--- src/rtl/extirq_pkg.sv ---
package extirq_pkg;
  typedef enum logic [1:0] {
    DET_LOW  = 2'b00,
    DET_HIGH = 2'b01,
    DET_RISE = 2'b10,
    DET_FALL = 2'b11
  } det_mode_e;

  localparam logic [1:0] ADR_FLAG = 2'd0;
  localparam logic [1:0] ADR_EN   = 2'd1;
  localparam logic [1:0] ADR_MODE = 2'd2;
  localparam logic [1:0] ADR_XSEL = 2'd3;
endpackage

--- src/rtl/extirq_sync.sv ---
module extirq_sync #(
  parameter int         W       = 8,
  parameter int         STAGES  = 2,
  parameter logic       RST_VAL = 1'b1
) (
  input  logic         clk,
  input  logic         rst,
  input  logic [W-1:0] d,
  output logic [W-1:0] q
);
  logic [W-1:0] stg [STAGES];

  always_ff @(posedge clk) begin
    if (rst) begin
      for (int k = 0; k < STAGES; k++) stg[k] <= {W{RST_VAL}};
    end else begin
      stg[0] <= d;
      for (int k = 1; k < STAGES; k++) stg[k] <= stg[k-1];
    end
  end

  assign q = stg[STAGES-1];
endmodule

--- src/rtl/extirq_chan.sv ---
module extirq_chan
  import extirq_pkg::*;
#(
  parameter int HOLD = 3
) (
  input  logic       clk,
  input  logic       rst,
  input  logic       s,
  input  logic [1:0] mode,
  input  logic       xsel,
  input  logic       svc,
  input  logic       clr,
  output logic       flag
);
  localparam int TW = $clog2(HOLD + 1);

  logic          prev;
  logic [TW-1:0] tmr;
  logic          ev;
  logic          lvl_act;

  // Active level: high for 01/10, low for 00/11.
  assign lvl_act = s ^ (mode[1] ~^ mode[0]);

  always_comb begin
    unique case (det_mode_e'(mode))
      DET_LOW:  ev = ~s;
      DET_HIGH: ev = s;
      DET_RISE: ev = s & ~prev;
      DET_FALL: ev = ~s & prev;
      default:  ev = 1'b0;
    endcase
  end

  always_ff @(posedge clk) begin
    if (rst) begin
      prev <= 1'b1;
      flag <= 1'b0;
      tmr  <= '0;
    end else begin
      prev <= s;
      if (svc && xsel) begin
        flag <= 1'b0;
        tmr  <= TW'(HOLD);
      end else if (tmr != '0) begin
        tmr  <= tmr - TW'(1);
        flag <= ((tmr == TW'(1)) && lvl_act) | (flag & ~clr);
      end else begin
        flag <= (flag & ~clr) | ev;
      end
    end
  end
endmodule

--- src/rtl/extirq_latch.sv ---
module extirq_latch
  import extirq_pkg::*;
#(
  parameter int NCH    = 8,
  parameter int SYNC_N = 2,
  parameter int HOLD   = 3
) (
  input  logic             clk,
  input  logic             rst,
  input  logic [NCH-1:0]   pin_i,
  input  logic [NCH-1:0]   svc_i,
  input  logic             reg_wr,
  input  logic [1:0]       reg_addr,
  input  logic [2*NCH-1:0] reg_wdata,
  output logic [2*NCH-1:0] reg_rdata,
  output logic [NCH-1:0]   irq_o,
  output logic [NCH-1:0]   xfer_o
);
  localparam int DW = 2 * NCH;

  logic [NCH-1:0] pin_s;
  logic [NCH-1:0] flag_q;
  logic [NCH-1:0] en_q;
  logic [NCH-1:0] xsel_q;
  logic [DW-1:0]  mode_q;
  logic [NCH-1:0] clr;

  extirq_sync #(.W(NCH), .STAGES(SYNC_N), .RST_VAL(1'b1)) u_sync (
    .clk (clk),
    .rst (rst),
    .d   (pin_i),
    .q   (pin_s)
  );

  assign clr = (reg_wr && reg_addr == ADR_FLAG) ? ~reg_wdata[NCH-1:0] : '0;

  for (genvar c = 0; c < NCH; c++) begin : g_ch
    extirq_chan #(.HOLD(HOLD)) u_ch (
      .clk  (clk),
      .rst  (rst),
      .s    (pin_s[c]),
      .mode (mode_q[2*c +: 2]),
      .xsel (xsel_q[c]),
      .svc  (svc_i[c]),
      .clr  (clr[c]),
      .flag (flag_q[c])
    );
  end

  always_ff @(posedge clk) begin
    if (rst) begin
      en_q   <= '0;
      mode_q <= '0;
      xsel_q <= '0;
    end else if (reg_wr) begin
      case (reg_addr)
        ADR_EN:   en_q   <= reg_wdata[NCH-1:0];
        ADR_MODE: mode_q <= reg_wdata;
        ADR_XSEL: xsel_q <= reg_wdata[NCH-1:0];
        default:  ;
      endcase
    end
  end

  always_ff @(posedge clk) begin
    if (rst) begin
      reg_rdata <= '0;
      irq_o     <= '0;
      xfer_o    <= '0;
    end else begin
      irq_o  <= flag_q & en_q & ~xsel_q;
      xfer_o <= flag_q & en_q & xsel_q;
      case (reg_addr)
        ADR_FLAG: reg_rdata <= {{(DW-NCH){1'b0}}, flag_q};
        ADR_EN:   reg_rdata <= {{(DW-NCH){1'b0}}, en_q};
        ADR_MODE: reg_rdata <= mode_q;
        default:  reg_rdata <= {{(DW-NCH){1'b0}}, xsel_q};
      endcase
    end
  end
endmodule

--- config.mk ---
export PLATFORM = sky130hd
export DESIGN_NAME = extirq_latch
export DESIGN_NICKNAME = d
export VERILOG_FILES = /design/src/rtl/extirq_pkg.sv /design/src/rtl/extirq_sync.sv /design/src/rtl/extirq_chan.sv /design/src/rtl/extirq_latch.sv
export SDC_FILE = /design/constraint.sdc
export NUM_CORES = 1
export LEC_CHECK = 0
export BUFFER_PORTS_ARGS = -buffer_cell sky130_fd_sc_hd__buf_4
export CAP_MARGIN = 20
export CORE_ASPECT_RATIO = 0.5
export CORE_MARGIN = 2
export CORE_UTILIZATION = 52
export DETAILED_ROUTE_END_ITERATION = 12
export HOLD_SLACK_MARGIN = 0.12
export PLACE_DENSITY = 0.88
export RECOVER_POWER = 100
export SETUP_SLACK_MARGIN = 0.5
export SLEW_MARGIN = 10
export SYNTH_ARGS = -nofsm -noshare
export SYNTH_HDL_FRONTEND = slang
export SYNTH_HIERARCHICAL = 1
export SYNTH_SLANG_ARGS = --single-unit
--- constraint.sdc ---
create_clock -name clk -period 1.3 [get_ports clk]
set_input_delay 0.325 -clock clk [delete_from_list [all_inputs] [get_ports clk]]
set_output_delay 0.325 -clock clk [all_outputs]
set_load 0.1 [all_outputs]
# After elaboration in Yosys (flattened, before gate mapping)
# Memory sizes are Yosys's and may differ from the RTL's.
# Index checks and enable logic that the tools add are counted.
# word_totals
regBits,96
ram_bits,16
in_bits,37
output_inout_bits,32
wordCells,253
memories,1
# classes
add_sub_neg,8
n_eq_ne,35
n_mux,39
n_bitwise,87
reduce_logical,53
# memory_table
memory,depth,width,read_ports,rd_ports_with_merged_regs,wr,line_no,text
u_sync.stg,2,8,2,0,2,extirq_sync.sv:11,logic [W-1:0] stg [STAGES];
# op_table
op,n
case mux 16 bit (3 select lines),1
"== test 2 bit, second input constant",18
"== test 2 x 1 -> 1 bit, second input constant",17
2-to-1 mux 2 bit,16
case mux 1 bit (4 select lines),8
nonzero test 2 bit,16
AND 1 bit,24
AND 8 bit,3
2-to-1 mux 8 bit,3
inverter 1 bit,24
logical NOT 2 bit,9
OR 1 bit,18
logical AND 1 bit,17
inverter 8 bit,2
OR reduction 2 bit,8
"subtractor 2 x 1 -> 2 bit, second input constant",8
2-to-1 mux 1 bit,11
bitwise XNOR 1 bit,8
bitwise XOR 1 bit,8
AND reduction 2 bit,3

# Logic depth before layout (Yosys ltp)
# Gate-level depths: netlist of the first run.
# logic_depth
depth_word,7
ltp_mapped,6
mapped_depth_nobuf,5

# Hierarchy
# The synthesis of the first run kept the hierarchy.
# by_module_without_submodules
mod,instances,cells_per_inst,area_each_um2,seq_area_each_um2
extirq_latch,1,230,2457.4,1281.2
extirq_chan,8,30,287.8,80.1
extirq_sync,1,41,491.7,320.3

# Least setup slack after synthesis of the first run
# OpenSTA, ideal clock, no wires.
# synth_path
kind,input to register
start,in reg_addr[0]
end,reg g_ch[0].u_ch.flag
setup_time_ns,0.129
t_arrival_ns,1.308
required_ns,1.171
slack_ns,-0.137
path_stages,6
path_buffers,1
path_cell_list,or3b_2 -> clkbuf_1 -> nor2_1 -> inv_1 -> a32oi_1 -> a221oi_2
# synth_via
elab_chain_len,7
word_cells_on_any_way,8
classes_between,2 x mux; 4 x bitwise; 2 x reduce/logical
# synth_lines
item,line_no,text
start: declaration,extirq_latch.sv:13,"input logic [1:0] reg_addr,"
logical NOT 2 bit (*),extirq_latch.sv:35,assign clr = (reg_wr && reg_addr == ADR_FLAG) ? ~reg_wdata[NCH-1:0] : '0;
logical AND 1 bit (*),extirq_latch.sv:35,
2-to-1 mux 8 bit (*),extirq_latch.sv:35,
net clr[0],extirq_latch.sv:26,logic [NCH-1:0] clr;
inverter 1 bit (*),"extirq_chan.sv:47, extirq_chan.sv:49",
AND 1 bit (*),"extirq_chan.sv:47, extirq_chan.sv:49",
"OR 1 bit, on equally long branches","extirq_chan.sv:49, extirq_chan.sv:47",
2-to-1 mux 1 bit (*),extirq_chan.sv:45,end else if (tmr != '0) begin
end signal: assignment,extirq_chan.sv:47,flag <= ((tmr == TW'(1)) && lvl_act) | (flag & ~clr);
end signal: assignment,extirq_chan.sv:49,flag <= (flag & ~clr) | ev;
end: declaration,extirq_chan.sv:13,output logic flag
# The timed path passes the listed nets; every way through them passes the cells marked *.
# A chain may end at the register's enable or synchronous reset.

# Worst setup path after layout of the first run
# layout_path
start,in reg_addr[0]
end,reg en_q[7]
# layout_via
elab_chain_len,2
# layout_lines
item,line_no,text
== test 2 x 1 -> 1 bit,extirq_latch.sv:56,case (reg_addr)
AND reduction 2 bit (no line),-,
end signal: assignment,extirq_latch.sv:57,ADR_EN: en_q <= reg_wdata[NCH-1:0];
end: declaration,extirq_latch.sv:23,logic [NCH-1:0] en_q;
# Every way passes these cells.

==> results of run 1 <==
through the flow:
step / TNS, ns / worst slack (ns)
floorplan: -0.183 / -0.0348
global placement: -3.15 / -0.168
detailed placement: -4.88 / -0.219
CTS: 0 / 0.0593
global route: -1.59 / -0.177
finish: -1.26 / -0.213
per-layer routing:
metal / vias up / wire (µm) / track usage [%]
li1: 1966 / - / -
met1: 2356 / 8440 / 37.6
met2: 451 / 10100 / 59.0
met3: 136 / 2200 / 8.24
met4: 0 / 1430 / 16.5
met5: - / 0 / 0
area by class of cell:
type / instances / area share (%)
clock inverter: 7 / 0.613
clock buffer: 9 / 2.83
tap: 135 / 2.12
timing repair buffer: 145 / 17.3
inverter: 48 / 2.80
sequential: 112 / 31.0
multi-input combinational: 327 / 43.3
kinds of logic (layout without fill, tap and decap cells):
| logic type | Yosys count | after routing | synth area share, % |
|---|---|---|---|
| DFF | 112 | 112 | 42.7 |
| xor gates and xnor gates | 16 | 16 | 2.67 |
| buffers and inverters | 72 | 209 | 6.31 |
| muxes | 56 | 56 | 11.4 |
| adders and majority gates | 48 | 48 | 11.4 |
| AOI/OAI and AO/OA | 56 | 56 | 8.77 |
| and+or+nand+nor | 151 | 151 | 16.7 |
cell usage in the layout (no fill, tap or decap), types with 9 or more instances in the layout:
cell type	n
ha_4	18
buf_4	69
dfxtp_4	49
dfxtp_2	34
ha_1	28
inv_4	17
or2_1	15
nand2_1	22
dfxtp_1	29
nand2b_1	48
buf_6	53
inv_1	10
mux2i_1	36
inv_2	20
clkbuf_16	9
sequential cells by signal, indices dropped and copies added, names as in the netlist:
name and cells:
u_sync/stg 16, xfer_o 8, g_ch.u_ch/tmr 16, g_ch.u_ch/flag 8
en_q 8, irq_o 8, mode_q 16, g_ch.u_ch/prev 8
xsel_q 8, reg_rdata 16
what timing repair did:
item                       in CTS  in global routing
pin swaps                      67                 58
resized for setup             206                159
setup endpoints to repair     106                135
cloned                          4                  0
buffers inserted               31                 10
worst max-delay path, delay by kind of cell:
| kind | cells | cell delay, ns |
|---|---|---|
| buffers and inverters | 4 | 0.74 |
| muxes | 1 | 0.47 |
| and+or+nand+nor | 1 | 0.19 |
report_power, final:
group	internal, mW	switching, mW
Clock	1.30	1.37
Combinational	2.28	2.23
Sequential	3.75	0.347
Total	7.34	3.94
worst paths after layout:
kind / end / slack, ns / cells past startpoint
max: en_q[7] / -0.21 / 6
min: u_sync/stg[0][2] / 0.15 / 2
max reg2reg: g_ch[5].u_ch/flag / -0.14 / 5
min reg2reg: u_sync/stg[0][8] / 0.41 / 1
==> key figures, run 1 <==
Timing
  • Clk_skew: 0.0103 ns
  • Setup ws final: -0.213 ns
  • # setup viols final: 21
  • Worst hold slack: 0.147 ns
  • Final hold vios: 0
  • Slew @ Worst Pin: 0.679 ns
  • Fmax: 661 MHz
  • Rel. slew slack: 54.8%
  • Min Tclk post-route: 1.51 ns
  • Final Max Tran Viols: 0
  • Tcrit/Tclk final: 116%
  • Unrepaired setup endpoints after global routing: true

Clocking
  • Maximum clock insertion buffer count: 2
  • Hold Buf Count CTS: 0
  • Clock-pin slew on the worst setup and hold paths: 0.08 ns
  • Root Buffer: clkbuf_16
  • Clock latency at the later pin of the worst-skew pair: 0.36 ns
  • CTS Buf Count: 9
  • Num Clock Sinks: 112
  • H-tree depth: 3
  • CTS tree: done

Die
  • Die area: 0.0110 mm²
  • # rows: 25
  • Initial core utilization: 54.5%
  • Die height: 75.1 µm
  • I/O pin cnt: 69
  • Die W: 146 µm
  • Core ar.: 0.00963 mm²

Worst setup path
  • Critical Path Start Type: input pin
  • Crit path top cell by count: clkbuf_1
  • Crit-path cells: buf_6, clkbuf_1, clkbuf_2, nand3b_1, clkbuf_1, mux2i_1
  • Reg-to-Reg Start: mode_q[10]
  • WS Path Type: input pin to flop
  • CP max FO: 5
  • Worst Setup SP: reg_addr[0]
  • Highest-delay cell along the critical path: mux2i_1
  • Delay of the slowest cell on the worst path: 0.47 ns
  • Arr. time, crit path: 1.72 ns
  • Setup crit end kind: flop
  • Worst Path Required: 1.51 ns

Logic synthesis
  • Cell count after synthesis: 511
  • Top FF cell, synth: dfxtp_1
  • Synthesis warning total: 6
  • Synth Register Bits: 112
  • Unique masters post-synth: 32
  • Synth area leader: dfxtp_1
  • Async set-or-reset flop fraction in the synthesized netlist: 0%
  • Sequential area share after synthesis: 42.7%
  • Cell Area, Synth: 0.00525 mm²
  • Top cell type's share of synthesized area: 42.7%
  • Most instantiated cells after synthesis: dfxtp_1 (112), nand2b_1 (57), ha_1 (48), mux2i_1 (48), inv_1 (40)
  • Most frequent cell after synthesis: dfxtp_1
  • Syn avg cell area: 10.3 µm²
  • Ranking of synthesized cells by area: dfxtp_1 (43%), ha_1 (11%), mux2i_1 (9.1%)
  • EDFF count, synth: 0
  • Syn Nets: 596

Finish
  • Post-route insts no fill: 783
  • Layout cells sized above 1: 60.8%
  • Footprint of the multi-input gates: 0.00344 mm²
  • Synth-to-Final Area Change: 51.5%
  • Filler instances: 454
  • Register area: 0.00247 mm²
  • Post-layout util: 82.6%
  • Final nets: 728
  • # diodes: 0
  • Design Area, Final: 0.00796 mm²

GRT
  • Vias in the first global route: 4,724
  • Global route overflow: 0
  • Initial antenna violation count: 0
  • Largest net degree at the start of global routing: 25
  • First-pass GRT wire length: 27,000 µm
  • Total Routing Usage GR: 32.7%

Power
  • Leakage: 3.18 nW
  • VDD IR-drop max: 1.25 mV
  • Final Power: 11.3 mW
  • P per Cell Area: 1420 mW/mm²

Drt
  • Via Count: 4,909
  • Drt first-iter violations: 559
  • DRC violations left: 0
  • Pre-antenna DRT Iters: 8
  • Vias per cell: 6.27
  • DR WL/cell: 28.4 µm
  • Post-Route WL: 22,200 µm
  • Detail Route Antenna Nets: 0

Outcome
  • Status: finished, violations left
  • Violated checks: negative setup slack

Min path
  • Hold Path Origin: pin_i[2]
  • Hold crit path type: input pin to flop

Placed design
  • Dpl hpwl: 7750 µm
  • Port bufs: 68
  • Final Wtd Congestion: 0.820
  • Area after DPL: 0.00641 mm²
  • DP Cell Count: 722

Run
  • Max cap viols: 0
Note: power is estimated with default switching activity, not from simulation.
==> run 2, diff against run 1 <==
--- a/config.mk
+++ b/config.mk
@@ -9,10 +9,10 @@
 export CAP_MARGIN = 20
 export CORE_ASPECT_RATIO = 0.5
 export CORE_MARGIN = 2
-export CORE_UTILIZATION = 52
+export CORE_UTILIZATION = 55
 export DETAILED_ROUTE_END_ITERATION = 12
 export HOLD_SLACK_MARGIN = 0.12
-export PLACE_DENSITY = 0.88
+export PLACE_DENSITY = 0.89
 export RECOVER_POWER = 100
 export SETUP_SLACK_MARGIN = 0.5
 export SLEW_MARGIN = 10
==> constraint.sdc (replaced) <==
create_clock -name clk -period 1.87 [get_ports clk]
set_input_delay 0.4675 -clock clk [delete_from_list [all_inputs] [get_ports clk]]
set_output_delay 0.4675 -clock clk [all_outputs]
set_load 0.1 [all_outputs]
==> run 2 against run 1 <==
Compared with the run above: the run now ends clean; via count decreased by 23%; hold slack improved by 0.15 ns; register-to-register slack improved by 0.64 ns.
==> key figures, run 2 (synthesized netlist as in run 1, its figures left out) <==
Clocking
  • Hold Buf Count CTS: 0 (unchanged)
  • Root Buffer: clkbuf_16
  • Clock-pin slew on the worst setup and hold paths: 0.07 ns (about the same)
  • Clock latency at the later pin of the worst-skew pair: 0.35 ns (about the same)
  • Num Clock Sinks: 112 (unchanged)
  • H-tree depth: 3 (unchanged)
  • CTS Buf Count: 9 (unchanged)
  • Maximum clock insertion buffer count: 2 (unchanged)
  • CTS tree: done

Timing
  • Slew @ Worst Pin: 0.914 ns (+0.235 ns)
  • Fmax: 621 MHz
  • Final Max Tran Viols: 0 (unchanged)
  • Min Tclk post-route: 1.61 ns
  • Tcrit/Tclk final: 86.0%
  • Setup ws final: 0.261 ns (+0.473 ns)
  • Final setup TNS: 0 ns (+1.26 ns)
  • Rel. slew slack: 38.9% (-16 points)
  • Final hold vios: 0 (unchanged)
  • Unrepaired setup endpoints after global routing: true
  • # setup viols final: 0 (-100%)
  • Clk_skew: 0.00489 ns (-0.00538 ns)

Drt
  • DR WL/cell: 17.1 µm (-40%)
  • Drt first-iter violations: 248 (-56%)
  • Wl on met1: 5180 µm (-39%)
  • Wire length on met2: 5940 µm (-41%)
  • Detail Route Antenna Nets: 0 (unchanged)
  • Post-Route WL: 12,100 µm (-46%)
  • Pre-antenna DRT Iters: 4 (-4)
  • Met3 wire len: 645 µm (-71%)
  • Top layer reached by signal wires: met4
  • Via Count: 3,785 (-23%)
  • Vias per cell: 5.36 (-14%)
  • DRC violations left: 0 (unchanged)

Die
  • Die area: 0.0104 mm² (-5.2%)
  • I/O pin cnt: 69 (unchanged)
  • Core ar.: 0.00935 mm² (-2.9%)
  • Initial core utilization: 56.1% (+1.6 points)
  • Die W: 142 µm (-2.7%)
  • # rows: 25 (unchanged)
  • Die height: 73.1 µm (-2.6%)

Worst setup path
  • Worst path buffer plus inverter count: 1 (-3)
  • WS Path Type: flop to output pin
  • Setup crit end kind: output pin
  • Worst Path Required: 1.40 ns (-0.11 ns)
  • CP max FO: 1 (-4)
  • Top cell family by delay on the critical path: buffers and inverters
  • Arr. time, crit path: 1.14 ns (-0.58 ns)
  • Critical Path Start Type: flop
  • Highest-delay cell along the critical path: clkbuf_2
  • Delay of the slowest cell on the worst path: 0.45 ns (-0.02 ns)
  • Crit-path cells: clkbuf_2

Finish
  • Commonest non-fill, non-tap cells in the layout: dfxtp_1 (63), nand2b_1 (56), mux2i_1 (48), buf_4 (48)
  • Layout cells sized above 1: 31.8% (-29 points)
  • Design Area, Final: 0.00633 mm² (-20%)
  • Leading cell type in the layout, fill and taps excluded: dfxtp_1
  • Post-route insts no fill: 706 (-9.8%)
  • Final nets: 666 (-8.5%)
  • Synth-to-Final Area Change: 20.6%
  • # diodes: 0 (unchanged)

Placed design
  • DP Cell Count: 683 (-5.4%)
  • Port bufs: 68 (unchanged)
  • Area after DPL: 0.00587 mm² (-8.5%)
  • Dpl hpwl: 7210 µm (-7.0%)
  • Final Wtd Congestion: 0.802 (-2.2%)
  • Pre-CTS setup slack: 0.182 ns (+0.401 ns)

Power
  • Final Power: 6.48 mW (-43%)
  • Leakage: 2.75 nW (-14%)
  • VDD IR-drop max: 0.501 mV (-60%)
  • P per Cell Area: 1020 mW/mm² (-28%)

GRT
  • Vias in the first global route: 3,797 (-20%)
  • Initial antenna violation count: 0 (unchanged)
  • Total Routing Usage GR: 21.9% (-11 points)
  • Global route overflow: 0 (unchanged)
  • Largest net degree at the start of global routing: 74 (+200%)
  • First-pass GRT wire length: 17,700 µm (-35%)

Outcome
  • Status: complete, no violations

Run
  • Max cap viols: 0 (unchanged)

Min path
  • Hold crit path type: input pin to flop
==> run 2: report_power, final <==
group | internal [mW] | switching (mW)
sequential | 2.61 | 0.166
combinational | 0.813 | 0.824
clock | 1.24 | 0.833
==> run 2: what timing repair did <==
item	in CTS	in global routing
buffers inserted	0	8
endpoints found under the setup margin	40	40
gates resized for setup	57	74
cloned	0	0
pin swaps	0	19
==> run 2: final timing paths <==
path	startpoint	endpoint	slack (ns)	cells after the start
max	reg_rdata[6]	reg_rdata[6]	0.26	1
min	pin_i[4]	u_sync/stg[0][4]	0.29	2
max reg2reg	mode_q[8]	g_ch[4].u_ch/flag	0.50	5
min reg2reg	u_sync/stg[0][4]	u_sync/stg[0][12]	0.40	1
==> run 2: area by class of cell <==
type	instances	area, µm²
flip-flops and latches	112	2340
multi-input cells	327	2780
fillers	593	3020
clock buffers	12	256
inverters	48	180
well taps	121	151
clock inverters	3	65.1
repair buffers	83	563
==> run 2: routing by layer <==
metal | vias to the layer above | global-route usage [%]
met5 | - | 0
met4 | 0 | 8.00
met3 | 36 | 5.84
met2 | 116 | 38.8
met1 | 1797 | 26.0
li1 | 1836 | -
==> run 2: through the flow <==
step                util (%)  hold slack [ns]
finish                  67.7            0.293
global route            67.7            0.282
CTS                     68.2            0.285
detailed placement      62.8            0.389
global placement        62.8            0.385
floorplan                  -            0.383
==> run 3, diff against run 2 <==
--- a/config.mk
+++ b/config.mk
@@ -8,7 +8,6 @@
 export BUFFER_PORTS_ARGS = -buffer_cell sky130_fd_sc_hd__buf_4
 export CAP_MARGIN = 20
 export CORE_ASPECT_RATIO = 0.5
-export CORE_MARGIN = 2
 export CORE_UTILIZATION = 55
 export DETAILED_ROUTE_END_ITERATION = 12
 export HOLD_SLACK_MARGIN = 0.12
==> run 3 against run 2 <==
Compared with the run above: first-iteration DRC count rose by 34%; cell area is essentially flat; wire length is 11% higher; cell count fell by 0.28%; via count increased by 6.6%; clock power shrank 11%; hold slack is essentially flat; core utilization up 2.9 points; largest cell class unchanged; highest routed layer unchanged.
==> key figures, run 3 (synthesized netlist as in run 1, its figures left out) <==
Worst setup path
  • Highest-delay cell along the critical path: or3b_1
  • Crit-path cells: clkbuf_1, or3b_1, nor2_1, inv_1, a32oi_1, a221oi_2
  • Arr. time, crit path: 1.82 ns (+0.68 ns)
  • WS Path Type: input pin to flop
  • Delay of the slowest cell on the worst path: 0.62 ns (+0.17 ns)
  • Worst R2R End: g_ch[4].u_ch/flag
  • Worst path buffer plus inverter count: 2 (+1)
  • Critical Path Start Type: input pin
  • FF-to-FF setup slack: 0.48 ns (-0.02 ns)
  • Top cell family by delay on the critical path: simple AND/OR/NAND/NOR gates
  • Worst Path Required: 2.06 ns (+0.66 ns)
  • CP max FO: 8 (+7)
  • Worst Setup SP: reg_addr[1]
  • Critical Path End: g_ch[4].u_ch/flag
  • Setup crit end kind: flop
  • Worst reg-to-reg path cell count: 5 (unchanged)
  • Reg-to-Reg Start: mode_q[8]
  • CP Depth: 6 (+5)

Drt
  • DRC violations left: 0 (unchanged)
  • Vias per cell: 5.73 (+6.9%)
  • Post-Route WL: 13,400 µm (+11%)
  • Drt first-iter violations: 332 (+34%)
  • Detail Route Antenna Nets: 0 (unchanged)
  • Via Count: 4,036 (+6.6%)
  • DR WL/cell: 19.0 µm (+11%)
  • Pre-antenna DRT Iters: 5 (+1)

Placed design
  • Final Wtd Congestion: 0.805 (+0.37%)
  • Area after DPL: 0.00587 mm² (unchanged)
  • Dpl hpwl: 7160 µm (-0.68%)
  • DP Cell Count: 678 (-0.73%)
  • Port bufs: 68 (unchanged)
  • Pre-CTS setup slack: 0.104 ns (-0.0785 ns)

Timing
  • Min Tclk post-route: 1.63 ns (+0.0174 ns)
  • Clk_skew: 0.0110 ns (+0.00614 ns)
  • # setup viols final: 0 (unchanged)
  • Tcrit/Tclk final: 87.0% (+0.93 points)
  • Unrepaired setup endpoints after global routing: true
  • Final Max Tran Viols: 0 (unchanged)
  • Final hold vios: 0 (unchanged)
  • Worst hold slack: 0.293 ns (-0.000427 ns)
  • Slew @ Worst Pin: 1.13 ns (+0.216 ns)
  • Setup ws final: 0.244 ns (-0.0174 ns)
  • Final setup TNS: 0 ns (unchanged)
  • Fmax: 615 MHz (-1.1%)
  • Rel. slew slack: 24.5% (-14 points)

Finish
  • Leading cell type in the layout, fill and taps excluded: dfxtp_1
  • # diodes: 0 (unchanged)
  • Post-layout util: 70.6% (+2.9 points)
  • Commonest non-fill, non-tap cells in the layout: dfxtp_1 (63), nand2b_1 (57), mux2i_1 (48)
  • Synth-to-Final Area Change: 20.7% (about the same)
  • Post-route insts no fill: 704 (-0.28%)
  • Design Area, Final: 0.00634 mm² (about the same)
  • Final nets: 667 (+0.15%)
  • Layout cells sized above 1: 34.6% (+2.8 points)

Clocking
  • CTS tree: done
  • Num Clock Sinks: 112 (unchanged)
  • H-tree depth: 3 (unchanged)
  • Clock-pin slew on the worst setup and hold paths: 0.07 ns (about the same)
  • Maximum clock insertion buffer count: 2 (unchanged)
  • Root Buffer: clkbuf_16
  • Clock latency at the later pin of the worst-skew pair: 0.35 ns (about the same)
  • CTS Buf Count: 9 (unchanged)

Die
  • Die area: 0.00997 mm² (-4.1%)
  • Core ar.: 0.00898 mm² (-4.0%)
  • # rows: 24 (-4.0%)
  • Die height: 71.1 µm (-2.7%)
  • Initial core utilization: 58.5% (+2.3 points)
  • Die W: 140 µm (-1.4%)
  • I/O pin cnt: 69 (unchanged)

Min path
  • Hold path cells: 2 (unchanged)
  • Hold crit path type: input pin to flop

Power
  • Comb pwr share: 27.1% (+1.8 points)
  • Final Power: 6.34 mW (-2.2%)
  • P per Cell Area: 1000 mW/mm² (-2.2%)
  • Clock Power Share: 28.9% (-3.1 points)
  • Reported net switching power: 1.96 mW (+7.6%)
  • Sw Share: 30.9% (+2.8 points)
  • Int Pwr: 4.38 mW (-6.0%)
  • Leakage: 2.73 nW (-0.74%)
  • VDD IR-drop max: 0.671 mV (+34%)
  • Reg power frac: 43.9% (+1.1 points)

Outcome
  • Status: complete, no violations

GRT
  • Largest net degree at the start of global routing: 79 (+6.8%)
  • Initial antenna violation count: 0 (unchanged)
  • GRT busiest layer: met2
  • Global Route met2 Usage: 39.9% (+1.1 points)
  • Met3 GRT Util: 5.01% (-0.83 points)
  • Global route overflow: 0 (unchanged)
  • First-pass GRT wire length: 17,700 µm (+0.23%)
  • Met1 Use GR: 27.7% (+1.7 points)
  • Total Routing Usage GR: 22.9% (+1.0 points)
  • Vias in the first global route: 3,694 (-2.7%)

Run
  • Max cap viols: 0 (unchanged)
-- run 3: what timing repair did --
| item | in CTS | in global routing |
|---|---|---|
| hold buffers | 0 | 0 |
| setup buffers | 2 | 8 |
| hold endpoints to repair | 0 | 0 |
| endpoints found under the setup margin | 47 | 38 |
| gates cloned | 0 | 0 |
| gates resized for setup | 56 | 78 |
| pin swaps | 3 | 18 |
-- run 3: final cells by class --
class,count,area (µm²)
Clock buffer,10,239
Clock inverter,6,43.8
Fill cell,525,2640
Multi-Input combinational cell,327,2810
Tap cell,117,146
Inverter,48,183
Timing Repair Buffer,84,574
Sequential cell,112,2340
-- run 3: worst min-delay path by stage --
| stage | start | end | slack (ns) |
|---|---|---|---|
| 2_1_floorplan | u_sync/stg[0][2] | u_sync/stg[0][10] | 0.38 |
| 3_3_place_gp | u_sync/stg[0][0] | u_sync/stg[0][8] | 0.38 |
| 3_5_place_dp | u_sync/stg[0][1] | u_sync/stg[0][9] | 0.39 |
| 4_1_cts | pin_i[1] | u_sync/stg[0][1] | 0.29 |
| 5_1_grt | pin_i[4] | u_sync/stg[0][4] | 0.29 |
| 6_report | pin_i[0] | u_sync/stg[0][0] | 0.29 |
-- run 3: routing by layer --
metal | share of wire (%) | wire length [µm] | up-vias
li1 | - | - | 1844
met1 | 42 | 5620 | 1952
met2 | 48 | 6420 | 178
met3 | 5.8 | 774 | 62
met4 | 4.1 | 549 | 0
met5 | 0 | 0 | -
-- run 3: power by group through the flow --
stage | clock, mW | combinational (mW) | sequential (mW)
5_1_grt | 1.96 | 1.86 | 2.81
2_1_floorplan | 0 | 1.21 | 2.84
3_5_place_dp | 0 | 1.55 | 2.83
3_3_place_gp | 0 | 1.49 | 2.82
4_1_cts | 1.84 | 1.59 | 2.78
6_report | 1.84 | 1.72 | 2.79
